**config.mk**
```make
export PLATFORM = sky130hd
export DESIGN_NAME = aux_xact_ctrl
export DESIGN_NICKNAME = d
export VERILOG_FILES = /design/src/rtl/aux_xact_pkg.sv /design/src/rtl/aux_hdr_build.sv /design/src/rtl/aux_reply_eval.sv /design/src/rtl/aux_backoff_timer.sv /design/src/rtl/aux_xact_ctrl.sv
export SDC_FILE = /design/constraint.sdc
export NUM_CORES = 1
export LEC_CHECK = 0
export ABC_AREA = 1
export BUFFER_PORTS_ARGS = -buffer_cell sky130_fd_sc_hd__buf_2
export CORE_AREA = 2 2 239 241
export DETAILED_ROUTE_END_ITERATION = 6
export DIE_AREA = 0 0 241 243
export REMOVE_ABC_BUFFERS = 1
export SLEW_MARGIN = 30
export SYNTH_ARGS = -nofsm -noshare
export SYNTH_HDL_FRONTEND = slang
export SYNTH_SLANG_ARGS = --single-unit
export TNS_END_PERCENT = 50
```
**constraint.sdc**
```tcl
create_clock -name clk -period 2.7 [get_ports clk]
set_input_delay 0.675 -clock clk [delete_from_list [all_inputs] [get_ports clk]]
set_output_delay 0.675 -clock clk [all_outputs]
set_load 0.005 [all_outputs]
```
**src/rtl/aux_xact_pkg.sv**
```systemverilog
package aux_xact_pkg;
    localparam int MAX_PAYLOAD = 16;
    localparam int BYTE_W      = 8;
    localparam int DATA_W      = MAX_PAYLOAD * BYTE_W;
    localparam int LEN_W       = $clog2(MAX_PAYLOAD + 1);
    localparam int ADDR_W      = 20;
    localparam int HDR_W       = 4 * BYTE_W;

    localparam logic [7:0] CH_TIMEOUT = 8'd1;
    localparam logic [7:0] CH_FLAGS   = 8'd2;
    localparam logic [7:0] CH_FAULT   = 8'd3;

    typedef enum logic [1:0] {
        OP_NWR = 2'd0,
        OP_NRD = 2'd1,
        OP_IWR = 2'd2,
        OP_IRD = 2'd3
    } aux_op_e;

    typedef enum logic [2:0] {
        E_OK       = 3'd0,
        E_TIMEOUT  = 3'd1,
        E_FLAGS    = 3'd2,
        E_CHAN     = 3'd3,
        E_IO       = 3'd4,
        E_PROTO    = 3'd5,
        E_REMOTE   = 3'd6,
        E_TOO_LONG = 3'd7
    } aux_err_e;

    typedef enum logic [1:0] {
        RP_ACK   = 2'd0,
        RP_NACK  = 2'd1,
        RP_DEFER = 2'd2,
        RP_BAD   = 2'd3
    } aux_rply_e;

    typedef enum logic [2:0] {
        S_IDLE, S_ISSUE, S_WAIT, S_BACK, S_DONE
    } aux_state_e;

    typedef struct packed {
        aux_op_e            op;
        logic               stop;
        logic [ADDR_W-1:0]  addr;
        logic [LEN_W-1:0]   len;
        logic [DATA_W-1:0]  wdata;
    } aux_req_t;

    typedef struct packed {
        logic             retry;
        aux_err_e         err;
        logic [LEN_W-1:0] count;
    } aux_verdict_t;

    function automatic logic is_native(aux_op_e op);
        return (op == OP_NWR) || (op == OP_NRD);
    endfunction

    function automatic logic [3:0] cmd_nibble(aux_op_e op, logic stop);
        logic [3:0] c;
        case (op)
            OP_NWR:  c = 4'h8;
            OP_NRD:  c = 4'h9;
            OP_IWR:  c = stop ? 4'h0 : 4'h4;
            default: c = stop ? 4'h1 : 4'h5;
        endcase
        return c;
    endfunction

    function automatic logic [LEN_W-1:0] min_len(logic [LEN_W-1:0] a, logic [LEN_W-1:0] b);
        return (a < b) ? a : b;
    endfunction
endpackage

```
**src/rtl/aux_hdr_build.sv**
```systemverilog
module aux_hdr_build
    import aux_xact_pkg::*;
(
    input  aux_req_t           req,
    output logic [HDR_W-1:0]   hdr,
    output logic [LEN_W-1:0]   msg_len,
    output logic [DATA_W-1:0]  payload
);
    logic [LEN_W-1:0] len_m1;
    logic [LEN_W-1:0] wr_total;
    logic [7:0]       len_byte;

    always_comb begin
        len_m1   = req.len - LEN_W'(1);
        wr_total = req.len + LEN_W'(4);
        case (req.op)
            OP_NWR: begin
                len_byte = {wr_total[3:0], len_m1[3:0]};
                msg_len  = wr_total;
                payload  = req.wdata;
            end
            OP_NRD: begin
                len_byte = {4'h4, len_m1[3:0]};
                msg_len  = LEN_W'(4);
                payload  = '0;
            end
            OP_IWR: begin
                len_byte = 8'h50;
                msg_len  = LEN_W'(5);
                payload  = DATA_W'(req.wdata[7:0]);
            end
            default: begin
                len_byte = 8'h40;
                msg_len  = LEN_W'(4);
                payload  = '0;
            end
        endcase
        hdr = {len_byte, cmd_nibble(req.op, req.stop), req.addr[19:16],
               req.addr[15:8], req.addr[7:0]};
    end
endmodule

```
**src/rtl/aux_reply_eval.sv**
```systemverilog
module aux_reply_eval
    import aux_xact_pkg::*;
#(
    parameter int NATIVE_TRIES = 8,
    parameter int I2C_TRIES    = 4,
    parameter int TRY_W        = 4
) (
    input  aux_op_e           op,
    input  logic [LEN_W-1:0]  req_len,
    input  logic [TRY_W-1:0]  tries,
    input  logic [7:0]        status,
    input  logic [3:0]        reply_hi,
    input  logic [LEN_W-1:0]  rsp_len,
    output aux_verdict_t      verdict
);
    aux_rply_e nat;
    aux_rply_e sub;
    logic      spent;

    always_comb begin
        nat   = aux_rply_e'(reply_hi[1:0]);
        sub   = aux_rply_e'(reply_hi[3:2]);
        spent = is_native(op) ? (tries >= TRY_W'(NATIVE_TRIES))
                              : (tries >= TRY_W'(I2C_TRIES));
        verdict = '{retry: 1'b0, err: E_OK, count: '0};
        if (status == CH_TIMEOUT) begin
            verdict.err = E_TIMEOUT;
        end else if (status == CH_FLAGS) begin
            verdict.err = E_FLAGS;
        end else if (status == CH_FAULT) begin
            verdict.err = E_CHAN;
        end else if (is_native(op)) begin
            if (op == OP_NRD && rsp_len == '0) begin
                verdict.err = E_PROTO;
            end else begin
                case (nat)
                    RP_ACK:   verdict.count = (op == OP_NWR) ? req_len : min_len(rsp_len, req_len);
                    RP_DEFER: begin
                        if (spent) verdict.err = E_IO;
                        else       verdict.retry = 1'b1;
                    end
                    default:  verdict.err = E_IO;
                endcase
            end
        end else begin
            case (nat)
                RP_ACK: begin
                    case (sub)
                        RP_ACK:   verdict.count = min_len(rsp_len, LEN_W'(1));
                        RP_DEFER: begin
                            if (spent) verdict.err = E_REMOTE;
                            else       verdict.retry = 1'b1;
                        end
                        default:  verdict.err = E_REMOTE;
                    endcase
                end
                RP_DEFER: begin
                    if (spent) verdict.err = E_REMOTE;
                    else       verdict.retry = 1'b1;
                end
                default: verdict.err = E_REMOTE;
            endcase
        end
    end
endmodule

```
**src/rtl/aux_backoff_timer.sv**
```systemverilog
module aux_backoff_timer #(
    parameter int WAIT_CYC = 400
) (
    input  logic clk,
    input  logic rst,
    input  logic run,
    output logic hit
);
    localparam int CNT_W = (WAIT_CYC > 1) ? $clog2(WAIT_CYC) : 1;

    logic [CNT_W-1:0] cnt;

    assign hit = run && (cnt == CNT_W'(WAIT_CYC - 1));

    always_ff @(posedge clk) begin
        if (rst || !run || hit) cnt <= '0;
        else                    cnt <= cnt + CNT_W'(1);
    end
endmodule

```
**src/rtl/aux_xact_ctrl.sv**
```systemverilog
module aux_xact_ctrl
    import aux_xact_pkg::*;
#(
    parameter int CYC_PER_US   = 100,
    parameter int DEFER_US     = 400,
    parameter int NATIVE_TRIES = 8,
    parameter int I2C_TRIES    = 4
) (
    input  logic                   clk,
    input  logic                   rst,
    input  logic                   req_valid,
    input  logic [1:0]             req_op,
    input  logic                   req_stop,
    input  logic [ADDR_W-1:0]      req_addr,
    input  logic [LEN_W-1:0]       req_len,
    input  logic [DATA_W-1:0]      req_wdata,
    output logic                   busy,
    output logic                   done,
    output logic [2:0]             done_err,
    output logic [LEN_W-1:0]       done_count,
    output logic [DATA_W-1:0]      rd_data,
    output logic                   ch_req,
    output logic [HDR_W-1:0]       ch_hdr,
    output logic [LEN_W-1:0]       ch_msg_len,
    output logic [DATA_W-1:0]      ch_payload,
    input  logic                   ch_rsp_valid,
    input  logic [7:0]             ch_rsp_status,
    input  logic [7:0]             ch_rsp_reply,
    input  logic [LEN_W-1:0]       ch_rsp_len,
    input  logic [DATA_W-1:0]      ch_rsp_data
);
    localparam int WAIT_CYC = CYC_PER_US * DEFER_US;
    localparam int TRY_MAX  = (NATIVE_TRIES > I2C_TRIES) ? NATIVE_TRIES : I2C_TRIES;
    localparam int TRY_W    = $clog2(TRY_MAX + 1);

    aux_state_e        state;
    aux_req_t          req_in, req_q;
    logic [TRY_W-1:0]  tries;
    aux_verdict_t      verdict;
    logic              back_hit;
    logic              too_long;
    logic [DATA_W-1:0] rd_next;
    aux_err_e          err_q;

    always_comb begin
        req_in.op    = aux_op_e'(req_op);
        req_in.stop  = req_stop;
        req_in.addr  = req_addr;
        req_in.len   = req_len;
        req_in.wdata = req_wdata;
        too_long     = (req_in.op == OP_NWR) && (req_len > LEN_W'(MAX_PAYLOAD));
    end

    aux_hdr_build u_hdr (
        .req     (req_q),
        .hdr     (ch_hdr),
        .msg_len (ch_msg_len),
        .payload (ch_payload)
    );

    aux_reply_eval #(
        .NATIVE_TRIES (NATIVE_TRIES),
        .I2C_TRIES    (I2C_TRIES),
        .TRY_W        (TRY_W)
    ) u_eval (
        .op       (req_q.op),
        .req_len  (req_q.len),
        .tries    (tries),
        .status   (ch_rsp_status),
        .reply_hi (ch_rsp_reply[7:4]),
        .rsp_len  (ch_rsp_len),
        .verdict  (verdict)
    );

    aux_backoff_timer #(.WAIT_CYC(WAIT_CYC)) u_backoff (
        .clk (clk),
        .rst (rst),
        .run (state == S_BACK),
        .hit (back_hit)
    );

    // Per-byte selection of returned data
    for (genvar g = 0; g < MAX_PAYLOAD; g++) begin : g_rbyte
        logic keep;
        assign keep = (verdict.err == E_OK) &&
                      (((req_q.op == OP_NRD) && (LEN_W'(g) < verdict.count)) ||
                       ((req_q.op == OP_IRD) && (g == 0)));
        assign rd_next[g*BYTE_W +: BYTE_W] = keep ? ch_rsp_data[g*BYTE_W +: BYTE_W] : 8'h00;
    end

    always_ff @(posedge clk) begin
        if (rst) begin
            state      <= S_IDLE;
            req_q      <= '0;
            tries      <= '0;
            err_q      <= E_OK;
            done_count <= '0;
            rd_data    <= '0;
        end else begin
            case (state)
                S_IDLE: begin
                    if (req_valid) begin
                        req_q <= req_in;
                        tries <= '0;
                        if (too_long) begin
                            err_q      <= E_TOO_LONG;
                            done_count <= '0;
                            rd_data    <= '0;
                            state      <= S_DONE;
                        end else begin
                            state <= S_ISSUE;
                        end
                    end
                end
                S_ISSUE: begin
                    tries <= tries + TRY_W'(1);
                    state <= S_WAIT;
                end
                S_WAIT: begin
                    if (ch_rsp_valid) begin
                        if (verdict.retry) begin
                            state <= S_BACK;
                        end else begin
                            err_q      <= verdict.err;
                            done_count <= verdict.count;
                            rd_data    <= rd_next;
                            state      <= S_DONE;
                        end
                    end
                end
                S_BACK: begin
                    if (back_hit) state <= S_ISSUE;
                end
                default: state <= S_IDLE;
            endcase
        end
    end

    assign busy     = (state != S_IDLE);
    assign done     = (state == S_DONE);
    assign ch_req   = (state == S_ISSUE);
    assign done_err = err_q;
endmodule

```
==> results of run 1 <==
## worst reg2reg max path: cells and delay by family, from the launching register on
family | cells | cell delay, ns
simple gates | 11 | 1.26
buf+inv | 4 | 0.41
fa+ha+maj | 1 | 0.19
flops | 1 | 0.39
compound gates | 1 | 0.07
## cell families after synthesis
logic type / share of synthesized area, %
fa+ha+maj: 1.20
other cells: 0.0276
flops: 46.4
compound gates: 12.5
xor+xnor: 0.386
buf+inv: 11.3
simple gates: 28.2
## through the flow
stage | std cells | util, % | hold slack [ns] | TNS, ns
after floorplan | 1848 | - | 0.418 | -998.86
after global placement | 3275 | 31.6 | 0.432 | -2.17
after detailed placement | 3275 | 31.6 | 0.442 | -2.49
after CTS | 3345 | 34.1 | 0.330 | 0
after global routing | 3357 | 34.4 | 0.345 | -0.00464
final | 3359 | 34.4 | 0.365 | 0
## flip-flops by register name (all words and copies together) (netlist names)
register / flops
done_count: 5
done_err: 3
rd_data: 128
req_q: 156
state: 3
tries: 4
u_backoff.cnt: 16
## per-layer routing
layer / part of all wire [%] / vias to the layer above / routed length [um] / track usage, %
li1: - / 7353 / - / -
met1: 38 / 6581 / 21000 / 19.0
met2: 48 / 500 / 26100 / 30.3
met3: 9.8 / 97 / 5320 / 7.11
met4: 3.7 / 16 / 1990 / 7.08
met5: 0.20 / - / 108 / 0
## cells in the mapped netlist (3+ instances only)
| master | number | share of area, % |
|---|---|---|
| nand2_1 | 648 | 18 |
| dfxtp_1 | 315 | 46 |
| a21oi_1 | 306 | 11 |
| inv_1 | 235 | 6.5 |
| nand3_1 | 132 | 4.9 |
| nor2_1 | 119 | 3.3 |
| clkbuf_1 | 77 | 2.1 |
| buf_4 | 29 | 1.6 |
| o21ai_0 | 23 | 0.85 |
| buf_2 | 19 | 0.70 |
| ha_1 | 13 | 1.2 |
| nand4_1 | 9 | 0.41 |
| nor2_4 | 6 | 0.50 |
| nor3_1 | 6 | 0.22 |
| nor3b_1 | 4 | 0.22 |
| xor2_1 | 4 | 0.26 |
| buf_1 | 3 | 0.083 |
| buf_6 | 3 | 0.25 |
| inv_2 | 3 | 0.083 |
## power by group through the flow
stage	Sequential [uW]	Combinational (uW)	Clock (uW)
2_1_floorplan	5440	2410	0
3_3_place_gp	5610	5490	0
3_5_place_dp	5620	5510	0
4_1_cts	5530	5770	5450
5_1_grt	5610	6480	5620
6_report	5540	5810	5290
## how the worst max path moves through the flow
stage,from,end,slack [ns],cells past startpoint
after floorplan,req_valid,tries[0],-3.88,5
after global placement,ch_rsp_len[4],rd_data[5],-0.15,15
after detailed placement,ch_rsp_len[4],rd_data[0],-0.15,15
after CTS,req_q[155],ch_hdr[27],0.0003,8
after global routing,req_q[154],ch_hdr[27],-0.005,8
final,req_q[154],ch_hdr[27],0.09,8
## what timing repair did
action	4_1_cts	5_1_grt
cloned	2	2
gates resized for setup	14	10
setup buffers	2	3
hold endpoints to repair	0	0
pin swaps	1	3
hold buffers	0	0
endpoints found under the setup margin	104	64
## layout make-up
cell class | count | area (um2) | area share, %
flip-flops and latches | 315 | 6310 | 32.8
clock buffers | 53 | 1140 | 5.93
multi-input cells | 1295 | 5830 | 30.3
repair buffers | 680 | 3930 | 20.4
inverters | 238 | 901 | 4.68
clock inverters | 13 | 153 | 0.794
well taps | 756 | 946 | 4.92
diodes | 9 | 22.5 | 0.117
==> flow_summary_export.csv, run 1 <==
group,metric,value,unit
setup_path,cp_max_fo,7,
timing,finClkSkew,0.0214,ns
placed_design,dp_slack,-0.146,ns
placed_design,gp_congestion,0.850,
clocking,htree_levels,2,
pwr,ir_drop,595,uV
pwr,clock_power_share,31.8,%
pwr,power.total,16600,uW
final_layout,fin_area,19200,um2
global_routing,grt_max_degree,145,
clocking,cts_buffers,38,
final_layout,final_cell_mix,"647 x nand2_1, 606 x buf_2, 313 x dfxtp_1",
setup_path,worstReg2RegStart,"req_q[154]",
timing,rsz0062_at_grt,"yes",
worst_hold_path,whs_endpoint,"req_q[30]",
worst_hold_path,min_from,"rst",
global_routing,grt_pass1_wl,79.2,mm
setup_path,crit_type,"reg -> out",
route,avgRoutedWirePerCell,16.2,um
timing,final.min_clock_period,2.61,ns
worst_hold_path,hold_depth,2,
pwr,intPower,10600,uW
timing,worstMarginPinSlew,0.900,ns
route,drt_wl_total,54.5,mm
clocking,cts_max_path_buffers,3,
setup_path,critPathTopFamily,"buffers and inverters",
floorplan,rows,87,
synth,avgSynthCellArea,6.87,um2
route,drc,0,
clocking,cts_tree,"built",
final_layout,synthToLayoutAreaGrowth,41.4,%
setup_path,crit_path_cell_trace,"inv_4 > ha_4 > nor2_4 > nor2_4 > o21ai_0 > a21oi_1 > buf_4 > buf_2",
clocking,clock_latency,0.55,ns
timing,min_period_over_period,96.5,%
pwr,p_leak,0.00985,uW
synth,synthFlopType,"dfxtp_1",
synth,async_flop_share,0,%
synth,synthCells,1979,
synth,syn-cell-area,13600,um2
floorplan,die_y,243,um
setup_path,critPathLaunchType,"register",
placed_design,numPortBuffers,607,
setup_path,critical_path.max_stage_delay,0.35,ns
synth,ys_types,36,
route,first_pass_iters,4,
global_routing,grt_use_total,17.6,%
timing,setup_viol,0,
final_layout,final_nets,2890,
pwr,power.density,865,nW/um2
worst_hold_path,hp-class,"in -> reg",
placed_design,hpwl,40.1,mm
placed_design,post_dp_cell_area,17700,um2
setup_path,timing.rr.end,"rd_data[71]",
pwr,power_frac_seq,33.3,%
route,vias,14547,
timing,fin_ws,0.0947,ns
setup_path,ff2ff_path_depth,17,
setup_path,worstPathArrival,1.93,ns
setup_path,ff2ff_setup_slack,0.22,ns
pwr,power_frac_comb,34.9,%
final_layout,layout_commonest_cell,"nand2_1",
route,viasPerCell,4.33,
setup_path,crit_required,2.03,ns
floorplan,coreArea,56000,um2
synth,ys_seq_area_share,46.4,%
route,drt_iter0_drc,547,
setup_path,cpMaxStageDelayCell,"dfxtp_2",
final_layout,fill_cells,6281,
global_routing,grt_antenna_before_repair,19,
pwr,switching_power,6040,uW
setup_path,endpoint_kind,"primary output",
pwr,swShare,36.3,%
timing,hold_viol,0,
timing,fmax,384,MHz
floorplan,boundaryPins,613,
final_layout,drive_gt1_share,29.9,%
synth,synth-seq-cells,315,
clocking,path_clk_slew,0.06,ns
route,ant_nets,0,
global_routing,overflow,0,
floorplan,initial_core_util,24.3,%
job,max-cap-violations,0,
status,status,"finished, final reports clean",
clocking,root_buffer,"clkbuf_16",
synth,synth_edf_count,0,
setup_path,crit_path_frequent_cell,"nor2_4",
clocking,cts.sinks,315,
timing,report.final.slew_viol_count,0,
timing,slew-limit-headroom,40.0,%
global_routing,grt_pass1_vias,13844,
floorplan,fp.dieArea,58600,um2
synth,yosys_warnings,0,
setup_path,path_buf_inv,3,
floorplan,fp.dieW,241,um
Note: power is estimated with default switching activity, not from simulation.
==> inputs of run 2 (changes only) <==
--- a/config.mk
+++ b/config.mk
@@ -5,11 +5,10 @@
 export SDC_FILE = /design/constraint.sdc
 export NUM_CORES = 1
 export LEC_CHECK = 0
-export ABC_AREA = 1
 export BUFFER_PORTS_ARGS = -buffer_cell sky130_fd_sc_hd__buf_2
-export CORE_AREA = 2 2 239 241
+export CORE_AREA = 2 2 236 238
 export DETAILED_ROUTE_END_ITERATION = 6
-export DIE_AREA = 0 0 241 243
+export DIE_AREA = 0 0 238 240
 export REMOVE_ABC_BUFFERS = 1
 export SLEW_MARGIN = 30
 export SYNTH_ARGS = -nofsm -noshare
==> constraint.sdc (replaced) <==
create_clock -name clk -period 2.8 [get_ports clk]
set_input_delay 0.7 -clock clk [delete_from_list [all_inputs] [get_ports clk]]
set_output_delay 0.7 -clock clk [all_outputs]
set_load 0.005 [all_outputs]
==> run 2 against run 1 <==
Compared with the run above:
- non-clock buffer count is 55 higher
- critical path depth down 1
- register-to-register slack lost 0.13 ns
- synthesized cell count decreased by 19%
- largest power group is now the clock network
- utilization rose by 0.87 points
- sequential power is 14% lower
- hold slack improved by 0.0074 ns
- highest routed layer unchanged
==> flow_summary_export.csv, run 2 <==
group,metric,value,unit
route,first_pass_iters,5,
clocking,root_buffer,"clkbuf_16",
route,drc,0,
route,drt_wl_total,52.1,mm
timing,fin_ws,0.0833,ns
route,vias,13977,
final_layout,synthToLayoutAreaGrowth,45.5,%
final_layout,final_cell_mix,"607 x buf_2, 379 x nand2_1, 314 x dfxtp_1",
clocking,htree_levels,2,
clocking,ctsHoldBuffers,0,
final_layout,fin_util,35.2,%
setup_path,crit_path_frequent_cell,"buf_4",
floorplan,fp.dieW,238,um
synth,async_flop_share,0,%
timing,rsz0062_at_grt,"yes",
synth,yosysMostFrequentCell,"nand2_1",
synth,ys_top_cells_by_area,"dfxtp_1 48%, nand2_1 11%, a21oi_1 7.4%",
clocking,clock_latency,0.54,ns
floorplan,die_y,240,um
setup_path,worstPathArrival,2.02,ns
setup_path,endpoint_kind,"primary output",
final_layout,multi_input_area,6360,um2
global_routing,grt_pass1_vias,12976,
synth,syn-cell-area,13200,um2
clocking,cts_tree,"built",
route,avgRoutedWirePerCell,17.6,um
final_layout,largest_reg_flops,156,
setup_path,critPathLaunchType,"register",
timing,setup_viol,0,
timing,hold_viol,0,
route,viasPerCell,4.71,
global_routing,overflow,0,
synth,ys_seq_area_share,47.6,%
synth,synthCells,1597,
global_routing,grt_antenna_before_repair,9,
setup_path,crit_path_cell_trace,"inv_1 > buf_4 > ha_4 > buf_4 > clkbuf_16 > a211o_1 > buf_2",
status,status,"finished, final reports clean",
final_layout,final_nets,2551,
setup_path,cp_max_fo,16,
timing,slew-limit-headroom,36.9,%
timing,finClkSkew,0.0172,ns
final_layout,drive_gt1_share,36.9,%
final_layout,top_regs,"req_q (156), rd_data (128), u_backoff.cnt (16)",
placed_design,numPortBuffers,607,
clocking,path_clk_slew,0.06,ns
floorplan,rows,86,
synth,synth-seq-cells,315,
synth,ys_types,68,
route,drt_iter0_drc,819,
placed_design,gp_congestion,0.885,
synth,synthFlopType,"dfxtp_1",
pwr,power.density,614,nW/um2
synth,avgSynthCellArea,8.29,um2
placed_design,dp_slack,-0.342,ns
floorplan,fp.dieArea,57100,um2
final_layout,fill_cells,5751,
placed_design,hpwl,38.0,mm
job,max-cap-violations,0,
synth,synth_top_area_share,47.6,%
timing,worstMarginPinSlew,0.947,ns
final_layout,final-seq-area,6310,um2
synth,yosysTopAreaCell,"dfxtp_1",
setup_path,cpMaxStageDelayCell,"dfxtp_2",
setup_path,critPathTopFamily,"buffers and inverters",
global_routing,grt_use_total,16.6,%
pwr,p_leak,0.00877,uW
synth,yosys_warnings,0,
timing,fmax,368,MHz
global_routing,grt_max_degree,160,
timing,report.final.slew_viol_count,0,
timing,min_period_over_period,97.0,%
final_layout,regMostFlops,"req_q",
final_layout,layout_commonest_cell,"buf_2",
floorplan,initial_core_util,24.2,%
floorplan,boundaryPins,613,
synth,synth_edf_count,0,
final_layout,finalNonFillerCells,2967,
placed_design,numPlacedInstances,2880,
setup_path,critical_path.max_stage_delay,0.32,ns
floorplan,coreArea,54700,um2
global_routing,grt_pass1_wl,74.6,mm
worst_hold_path,hp-class,"in -> reg",
setup_path,crit_type,"reg -> out",
timing,tns,0,ns
clocking,cts.sinks,315,
setup_path,crit_required,2.10,ns
clocking,cts_buffers,39,
synth,ys_top_cells_by_count,"380 x nand2_1, 315 x dfxtp_1, 196 x a21oi_1",
route,ant_nets,0,
pwr,power.total,11800,uW
pwr,ir_drop,417,uV
timing,final.min_clock_period,2.72,ns
clocking,cts_max_path_buffers,3,
setup_path,path_buf_inv,5,
[run 2: cell count changes in the layout (fill, tap and decap cells not counted), moves of 18 or more]
cell,delta
o211ai_1,+18
o2111ai_1,+18
and2_1,+125
a32o_1,+41
nor2_1,-52
nand3_1,-101
a21oi_1,-110
inv_1,-216
nand2_1,-268
buf_4,+52
[run 2: repair_timing]
| item | in CTS | in global routing |
|---|---|---|
| cloned | 0 | 5 |
| pin swaps | 4 | 5 |
| buffers inserted | 3 | 4 |
| resized for setup | 11 | 12 |
| endpoints found under the setup margin | 168 | 185 |
[run 2: cell families (layout without fill, tap and decap cells)]
group                    after synthesis  after routing  share of synthesized area (%)
other                                  1              7                         0.0283
AND/OR/NAND/NOR                      698            698                           24.8
multiplexers                           9              9                          0.709
AO/OA/AOI/OAI                        382            382                           19.1
buffers and inverters                161            821                           5.30
XOR/XNOR                              18             18                           1.19
flip-flops                           315            315                           47.6
adder cells (fa/ha/maj)               13             13                           1.23
[run 2: power breakdown]
part / internal [uW] / switching, uW / total [uW] / leakage (uW)
clock: 3080 / 1990 / 5080 / 0.000642
combinational: 857 / 1140 / 2000 / 0.00557
sequential: 4670 / 84.1 / 4760 / 0.00256
total: 8610 / 3220 / 11800 / 0.00877
[run 2: final cells by class]
class	count	share of cell area, %
inverters	17	0.331
flip-flops and latches	315	32.7
repair buffers	735	22.5
diodes	6	0.0780
well taps	704	4.57
clock buffers	59	6.30
multi-input cells	1121	33.0
clock inverters	10	0.474
[run 2: path summary, 6_finish.rpt]
check / from / to / slack [ns] / depth (start not counted)
max reg2reg: req_q[155] / rd_data[98] / 0.09 / 11
max: req_q[155] / ch_hdr[30] / 0.08 / 7
min reg2reg: req_q[110] / req_q[110] / 0.45 / 2
min: ch_rsp_data[23] / rd_data[23] / 0.37 / 2
[run 2: worst register-to-register path, stage by stage, from the launching register on]
cell and delay [ns]:
dfxtp_2 0.32, inv_1 0.05, buf_4 0.13, ha_4 0.19, buf_6 0.15, a211oi_4 0.16, a21boi_1 0.27, buf_4 0.26
mux2i_4 0.12, buf_6 0.18, nor4_4 0.58, o31ai_1 0.16
[run 2: metrics by stage]
| stage | area [um2] | hold slack [ns] |
|---|---|---|
| floorplan | 12600 | 0.426 |
| global placement | 17600 | 0.430 |
| detailed placement | 17700 | 0.437 |
| CTS | 19100 | 0.340 |
| global route | 19300 | 0.351 |
| finish | 19300 | 0.372 |
[run 2: metal layers]
layer	GRT usage (%)	wire length, um	up-vias
met2	27.1	24600	501
met3	3.86	3690	109
met5	0	39	-
met4	6.76	1800	6
met1	21.1	22000	6628
li1	-	-	6733
